### src/rtl/dbgseq_pkg.sv
package dbgseq_pkg;

    localparam int INSTR_MAX = 5;
    localparam int BYTE_W    = 8;
    localparam int LEN_W     = $clog2(INSTR_MAX + 1);

    localparam logic [BYTE_W-1:0] CMD_STEP  = 8'h10;
    localparam logic [BYTE_W-1:0] CMD_STUFF = 8'h11;
    localparam logic [BYTE_W-1:0] CMD_EXEC  = 8'h12;

    typedef enum logic [2:0] {
        S_IDLE,
        S_STUFF,
        S_OPC,
        S_BODY,
        S_DROP
    } seq_state_e;

    // Instruction length from the upper opcode nibble: (nibble mod max) + 1
    function automatic logic [LEN_W-1:0] op_len(input logic [3:0] nib);
        logic [3:0] r;
        r = nib % 4'(INSTR_MAX);
        return LEN_W'(r) + LEN_W'(1);
    endfunction

endpackage

### src/rtl/dbg_ctl_reg.sv
module dbg_ctl_reg
    import dbgseq_pkg::*;
(
    input  logic              clk,
    input  logic              rst_n,
    input  logic              we_i,
    input  logic [BYTE_W-1:0] wdata_i,
    input  logic              halted_i,
    output logic [BYTE_W-1:0] rdata_o,
    output logic              mode_o,
    output logic              rst_pulse_o
);

    typedef struct packed {
        logic mode;
        logic brk;
        logic rst;
    } ctl_t;

    ctl_t ctl_d, ctl_q;

    logic unused_wbits;
    assign unused_wbits = ^wdata_i[5:1];

    always_comb begin
        ctl_d     = ctl_q;
        ctl_d.rst = 1'b0;
        if (we_i) begin
            ctl_d.mode = wdata_i[7];
            ctl_d.brk  = wdata_i[6];
            ctl_d.rst  = wdata_i[0];
        end
    end

    always_ff @(posedge clk or negedge rst_n) begin
        if (!rst_n) ctl_q <= '0;
        else        ctl_q <= ctl_d;
    end

    assign rdata_o     = {ctl_q.mode, ctl_q.brk, halted_i, 4'b0000, ctl_q.rst};
    assign mode_o      = ctl_q.mode;
    assign rst_pulse_o = ctl_q.rst;

    // reset bit write yields a pulse and keeps the mode bit written with it
    a_r10_rst_keeps_mode: assert property (@(posedge clk) disable iff (!rst_n)
        (we_i && wdata_i[0]) |=> (rst_pulse_o && mode_o == $past(wdata_i[7])));

    // without a reset-bit write there is no pulse
    a_r10_no_spurious_rst: assert property (@(posedge clk) disable iff (!rst_n)
        !(we_i && wdata_i[0]) |=> !rst_pulse_o);

    // breakpoint enable follows the written bit
    a_r9_brk_stored: assert property (@(posedge clk) disable iff (!rst_n)
        we_i |=> rdata_o[6] == $past(wdata_i[6]));

endmodule

### src/rtl/dbg_cmd_seq.sv
module dbg_cmd_seq
    import dbgseq_pkg::*;
#(
    parameter int MAX_LEN = INSTR_MAX,
    localparam int LW     = $clog2(MAX_LEN + 1)
) (
    input  logic                          clk,
    input  logic                          rst_n,
    input  logic                          en_i,
    input  logic                          valid_i,
    input  logic [BYTE_W-1:0]             byte_i,
    output logic                          step_o,
    output logic                          fetch_o,
    output logic [LW-1:0]                 len_o,
    output logic [MAX_LEN-1:0][BYTE_W-1:0] bytes_o
);

    typedef struct packed {
        seq_state_e                    st;
        logic [LW-1:0]                 len;
        logic [LW-1:0]                 left;
        logic [MAX_LEN-1:0][BYTE_W-1:0] buff;
        logic                          step;
        logic                          fetch;
        logic [LW-1:0]                 olen;
    } seq_t;

    seq_t s_d, s_q;
    logic [LW-1:0] new_len;

    assign new_len = LW'(op_len(byte_i[7:4]));

    always_comb begin
        s_d      = s_q;
        s_d.step = 1'b0;
        if (valid_i) begin
            unique case (s_q.st)
                S_IDLE: begin
                    if (byte_i == CMD_STEP) begin
                        if (en_i) begin
                            s_d.step  = 1'b1;
                            s_d.fetch = 1'b1;
                            s_d.olen  = '0;
                        end
                    end else if (byte_i == CMD_STUFF) begin
                        if (en_i) s_d.st = S_STUFF;
                    end else if (byte_i == CMD_EXEC) begin
                        s_d.st = en_i ? S_OPC : S_DROP;
                    end
                end
                S_STUFF: begin
                    s_d.buff[0] = byte_i;
                    s_d.step    = 1'b1;
                    s_d.fetch   = 1'b1;
                    s_d.olen    = LW'(1);
                    s_d.st      = S_IDLE;
                end
                S_OPC: begin
                    s_d.buff[0] = byte_i;
                    s_d.len     = new_len;
                    s_d.left    = new_len - LW'(1);
                    if (new_len == LW'(1)) begin
                        s_d.step  = 1'b1;
                        s_d.fetch = 1'b0;
                        s_d.olen  = new_len;
                        s_d.st    = S_IDLE;
                    end else begin
                        s_d.st = S_BODY;
                    end
                end
                S_BODY: begin
                    s_d.buff[s_q.len - s_q.left] = byte_i;
                    s_d.left = s_q.left - LW'(1);
                    if (s_q.left == LW'(1)) begin
                        s_d.step  = 1'b1;
                        s_d.fetch = 1'b0;
                        s_d.olen  = s_q.len;
                        s_d.st    = S_IDLE;
                    end
                end
                S_DROP:  s_d.st = S_IDLE;
                default: s_d.st = S_IDLE;
            endcase
        end
    end

    always_ff @(posedge clk or negedge rst_n) begin
        if (!rst_n) s_q <= '{st: S_IDLE, default: '0};
        else        s_q <= s_d;
    end

    assign step_o  = s_q.step;
    assign fetch_o = s_q.fetch;
    assign len_o   = s_q.olen;
    assign bytes_o = s_q.buff;

    // the byte consumed by a refused execute never causes a request
    a_r6_drop_silent: assert property (@(posedge clk) disable iff (!rst_n)
        (s_q.st == S_DROP) |=> !step_o);

    // unknown byte while idle is dropped
    a_r7_unknown_dropped: assert property (@(posedge clk) disable iff (!rst_n)
        (s_q.st == S_IDLE && valid_i && byte_i != CMD_STEP && byte_i != CMD_STUFF
         && byte_i != CMD_EXEC) |=> (!step_o && s_q.st == S_IDLE));

    // memory-fetch requests inject at most the first byte
    a_r3_fetch_len: assert property (@(posedge clk) disable iff (!rst_n)
        (step_o && fetch_o) |-> (len_o <= LW'(1)));

    // host-supplied instruction has a legal length
    a_r4_exec_len: assert property (@(posedge clk) disable iff (!rst_n)
        (step_o && !fetch_o) |-> (len_o >= LW'(1) && len_o <= LW'(MAX_LEN)));

    // no request without a byte in the previous cycle
    a_r8_step_needs_byte: assert property (@(posedge clk) disable iff (!rst_n)
        !valid_i |=> !step_o);

endmodule

### src/rtl/dbg_step_ctl.sv
module dbg_step_ctl
    import dbgseq_pkg::*;
#(
    parameter int MAX_LEN = INSTR_MAX,
    localparam int LW     = $clog2(MAX_LEN + 1)
) (
    input  logic                      clk,
    input  logic                      rst_n,
    input  logic                      rx_valid_i,
    input  logic [7:0]                rx_byte_i,
    input  logic                      rd_protect_i,
    input  logic                      cpu_halted_i,
    input  logic                      ctl_we_i,
    input  logic [7:0]                ctl_wdata_i,
    output logic [7:0]                ctl_rdata_o,
    output logic                      dev_rst_o,
    output logic                      step_o,
    output logic                      fetch_rest_o,
    output logic [LW-1:0]             inj_len_o,
    output logic [MAX_LEN*BYTE_W-1:0] inj_bytes_o
);

    logic                           mode;
    logic                           step_en;
    logic [MAX_LEN-1:0][BYTE_W-1:0] bytes;

    assign step_en = mode && !rd_protect_i;

    dbg_ctl_reg u_ctl (
        .clk         (clk),
        .rst_n       (rst_n),
        .we_i        (ctl_we_i),
        .wdata_i     (ctl_wdata_i),
        .halted_i    (cpu_halted_i),
        .rdata_o     (ctl_rdata_o),
        .mode_o      (mode),
        .rst_pulse_o (dev_rst_o)
    );

    dbg_cmd_seq #(.MAX_LEN(MAX_LEN)) u_seq (
        .clk     (clk),
        .rst_n   (rst_n),
        .en_i    (step_en),
        .valid_i (rx_valid_i),
        .byte_i  (rx_byte_i),
        .step_o  (step_o),
        .fetch_o (fetch_rest_o),
        .len_o   (inj_len_o),
        .bytes_o (bytes)
    );

    for (genvar g = 0; g < MAX_LEN; g++) begin : g_flat
        assign inj_bytes_o[g*BYTE_W +: BYTE_W] = bytes[g];
    end

    // a request only follows a byte seen while enabled or mid-command
    a_r5_gate_step: assert property (@(posedge clk) disable iff (!rst_n)
        (!mode && !step_en && rx_valid_i && rx_byte_i == CMD_STEP && !ctl_we_i
         && $past(!mode)) |=> !(step_o && fetch_rest_o && inj_len_o == '0));

endmodule

### config.mk
export PLATFORM = sky130hd
export DESIGN_NAME = dbg_step_ctl
export DESIGN_NICKNAME = d
export VERILOG_FILES = /design/src/rtl/dbgseq_pkg.sv /design/src/rtl/dbg_ctl_reg.sv /design/src/rtl/dbg_cmd_seq.sv /design/src/rtl/dbg_step_ctl.sv
export SDC_FILE = /design/constraint.sdc
export NUM_CORES = 1
export LEC_CHECK = 0
export BUFFER_PORTS_ARGS = -buffer_cell sky130_fd_sc_hd__buf_2
export CAP_MARGIN = 5
export CORE_MARGIN = 2
export CORE_UTILIZATION = 49
export CTS_CLUSTER_DIAMETER = 50
export DETAILED_ROUTE_END_ITERATION = 8
export GPL_ROUTABILITY_DRIVEN = 0
export PLACE_DENSITY = 0.78
export SETUP_SLACK_MARGIN = 0.4
export SYNTH_ARGS = -nofsm -noshare
export SYNTH_HDL_FRONTEND = slang
export SYNTH_HIERARCHICAL = 1
export SYNTH_SLANG_ARGS = --single-unit
export TNS_END_PERCENT = 5
### constraint.sdc
create_clock -name clk -period 2.5 [get_ports clk]
set_clock_uncertainty 0.2 [all_clocks]
set_input_delay 0.125 -clock clk [delete_from_list [all_inputs] [get_ports clk]]
set_output_delay 0.125 -clock clk [all_outputs]
set_load 0.005 [all_outputs]
==> qor.txt <==
Crit. End Element - flop
RSZ-0062 raised after global routing - true
Die Footprint - 7350 um2
Site row count - 29
DR DRC count - 4
Port buffer count - 64
IO Pins - 76
Synth Warn # - 6
Vias in the first global route - 2569
Seq/Total Area, Yosys - 43.6%
Max Fclk - 356 MHz
1st-iter DRT viols - 138
Worst skew pair latency - 0.35 ns
Cts bufs inserted - 9
Gr ovfl total - 0
Via count - 2549
Minimum clock period - 2.81 ns
Rel. slew slack - 53.5%
Period utilization - 112%
Die Ht - 85.7 um
TritonCTS clock tree - yes
Final ANT Viol Nets - 0
Mapped cell area - 3270 um2
Initial Utilization - 51.0%
CP startpoint kind - input pin
CP required - 2.54 ns
CTS root buf - clkbuf_8
Share of post-route cells with drive strength above 1 - 52.0%
First-pass GRT wire length - 12.8 mm
Initial antenna violation count - 0
Synth Flop Type - dfrtp_1
Area after DPL - 3700 um2
Die X-Extent - 85.7 um
Pre-CTS setup slack - -0.771 ns
Largest net degree at the start of global routing - 30
Post-synth cell types - 61
Layout area overhead - 33.5%
Arr. time, crit path - 2.85 ns
N_diodes - 0
P_leak - 2.13 nW
Nets - 423
Worst-path maximum fanout - 5
Syn Inst Count - 298
CTS sink cnt - 57
Clock Tree Buf Depth - 2
Top cell type's share of synthesized area - 43.6%
Post-DP HPWL - 5.29 mm
Final setup fails - 38
Pwr Density - 1060 nW/um2
# fillers - 434
#FFs+latches synth - 57
Setup_tns - -4.63 ns
WS Path Type - in -> reg
Drt pass-1 iters - 6
Cell taking the most area after synthesis - dfrtp_1
Failing checks - DRC, setup timing
Min-delay worst type - in -> reg
Final Util - 68.1%
DR WL/cell - 17.5 um
Slew Limit Fails - 0
Final hold viol count - 0
Worst vdd ir - 0.688 mV
WHS - 0.0154 ns
Async S/R FF share, synth - 100%
# H-tree levels - 3
Via density - 5.39
Post-route setup slack - -0.307 ns
Register clock-pin slew on the reported worst setup and hold paths - 0.07 ns
DRT Wirelength - 8.27 mm
Max_cap viols - 0
Core Region - 6420 um2
Tightest Pin Transition - 0.697 ns
Synthesized area per cell - 11.0 um2
Post-Layout Inst Area - 4370 um2
Post-synth EDFFs - 0
Status - finished, violations left
Finished Layout Cells - 473
GR Util All Layers - 22.9%
Synth area leaders - dfrtp_1 44%, buf_4 11%, mux2_2 8.9%, mux2_1 5.2%, ha_1 3.4%
Design Power - 4.65 mW
DP Cell Count - 427
metal layers:
metal | global-route usage, % | up-vias | part of all wire (%)
met5 | 0 | - | 0
met4 | 9.81 | 0 | 1.6
met3 | 6.26 | 16 | 5.4
met2 | 39.8 | 99 | 52
met1 | 26.7 | 1265 | 41
li1 | - | 1169 | -
report_power, final:
part | switching [mW] | internal [mW] | leakage [nW]
combinational | 1.04 | 1.19 | 1.32
sequential | 0.233 | 1.33 | 0.717
clock | 0.397 | 0.463 | 0.0929
total | 1.67 | 2.98 | 2.13
synth_stat cells, drive strengths merged (2+ instances only):
cell type and number:
nor2b 4, xnor2 3, o2111ai 2, and2 3
o21ai 14, nor3b 4, a31oi 2, nand2 19
a21o 2, inv 15, or4 2, a21oi 5
nand2b 6, o211ai 2, nor3 4, and2b 2
a21boi 3, dfrtp 57, nand3 7, nor2 11
clkbuf 4, mux2 41, buf 53, a2bb2oi 2
ha 9
repair_timing:
action,in CTS,in global routing
pin swaps,28,17
endpoints found under the hold margin,69,0
hold buffers,20,0
buffers inserted,7,3
resized for setup,25,18
endpoints found under the setup margin,50,52
layout by cell type (no fill, tap or decap), types with 3 or more instances in the layout:
cell type,Yosys,layout
buf_2,3,62
dfrtp_1,57,57
buf_4,50,44
mux2_2,26,26
dlygate4sd3_1,0,20
nand2_1,19,18
inv_1,15,10
mux2_1,15,10
clkbuf_8,0,9
buf_6,0,7
nor2_1,8,7
o21ai_0,7,7
nand2b_1,5,5
o21ai_1,5,5
mux2_4,0,5
conb_1,1,4
inv_2,0,4
a21oi_1,5,4
nand3_1,6,4
nor2b_1,3,3
ha_1,9,3
ha_4,0,3
ha_2,0,3
buf_12,0,3
critical path: stages:
cell,delay [ns]
buf_6,0.08
inv_4,0.03
ha_4,0.16
nor2_4,0.16
nor3b_4,0.07
a21oi_4,0.18
ha_2,0.23
nor2_4,0.05
a2bb2oi_4,0.17
buf_4,0.15
o21ai_4,0.15
buf_4,0.13
ha_2,0.21
nand3_2,0.07
or4_4,0.44
nand3_4,0.12
o21ai_4,0.08
a32o_1,0.22
area by class of cell:
cell class	count	area [um2]	share of cell area, %
Clock buffer	10	128	2.92
Clock inverter	6	67.6	1.55
Inverter	15	58.8	1.34
Multi-Input combinational cell	172	1620	37.0
Sequential cell	57	1430	32.6
Tap cell	77	96.3	2.20
Timing Repair Buffer	136	980	22.4
kinds of logic after synthesis:
family                     share of synthesized area, %
and+or+nand+nor                                    13.4
xor gates and xnor gates                           1.07
other                                             0.115
muxes                                              14.4
DFF                                                43.6
adders and majority gates                          4.05
buffers and inverters                              14.1
AOI/OAI and AO/OA                                  9.32
worst paths after layout:
path | from | to | slack [ns] | cells after the start
worst max-delay path | rx_byte_i[6] | u_seq/len_o[2]$_DFFE_PN0P_ | -0.31 | 18
worst min-delay path | rx_byte_i[6] | u_seq/bytes_o[22]$_DFFE_PN0P_ | 0.02 | 3
worst max register to register | u_seq/s_q[48]$_DFFE_PN0P_ | u_seq/bytes_o[24]$_DFFE_PN0P_ | -0.16 | 10
worst min register to register | u_seq/bytes_o[4]$_DFFE_PN0P_ | u_seq/bytes_o[4]$_DFFE_PN0P_ | 0.28 | 2
max in group asynchronous | rst_n | u_seq/bytes_o[27]$_DFFE_PN0P_ | 1.36 | 3
min in group asynchronous | rst_n | u_seq/step_o$_DFF_PN0_ | 0.15 | 2
state kept, by name, indices dropped and copies added, names as in the netlist:
name and cells:
u_seq/s_q 9, u_ctl/mode_o 1, u_seq/step_o 1, u_ctl/rdata_o 1
u_seq/bytes_o 40, u_ctl/rst_pulse_o 1, u_seq/len_o 3, u_seq/fetch_o 1
(Power assumes the default switching activity.)
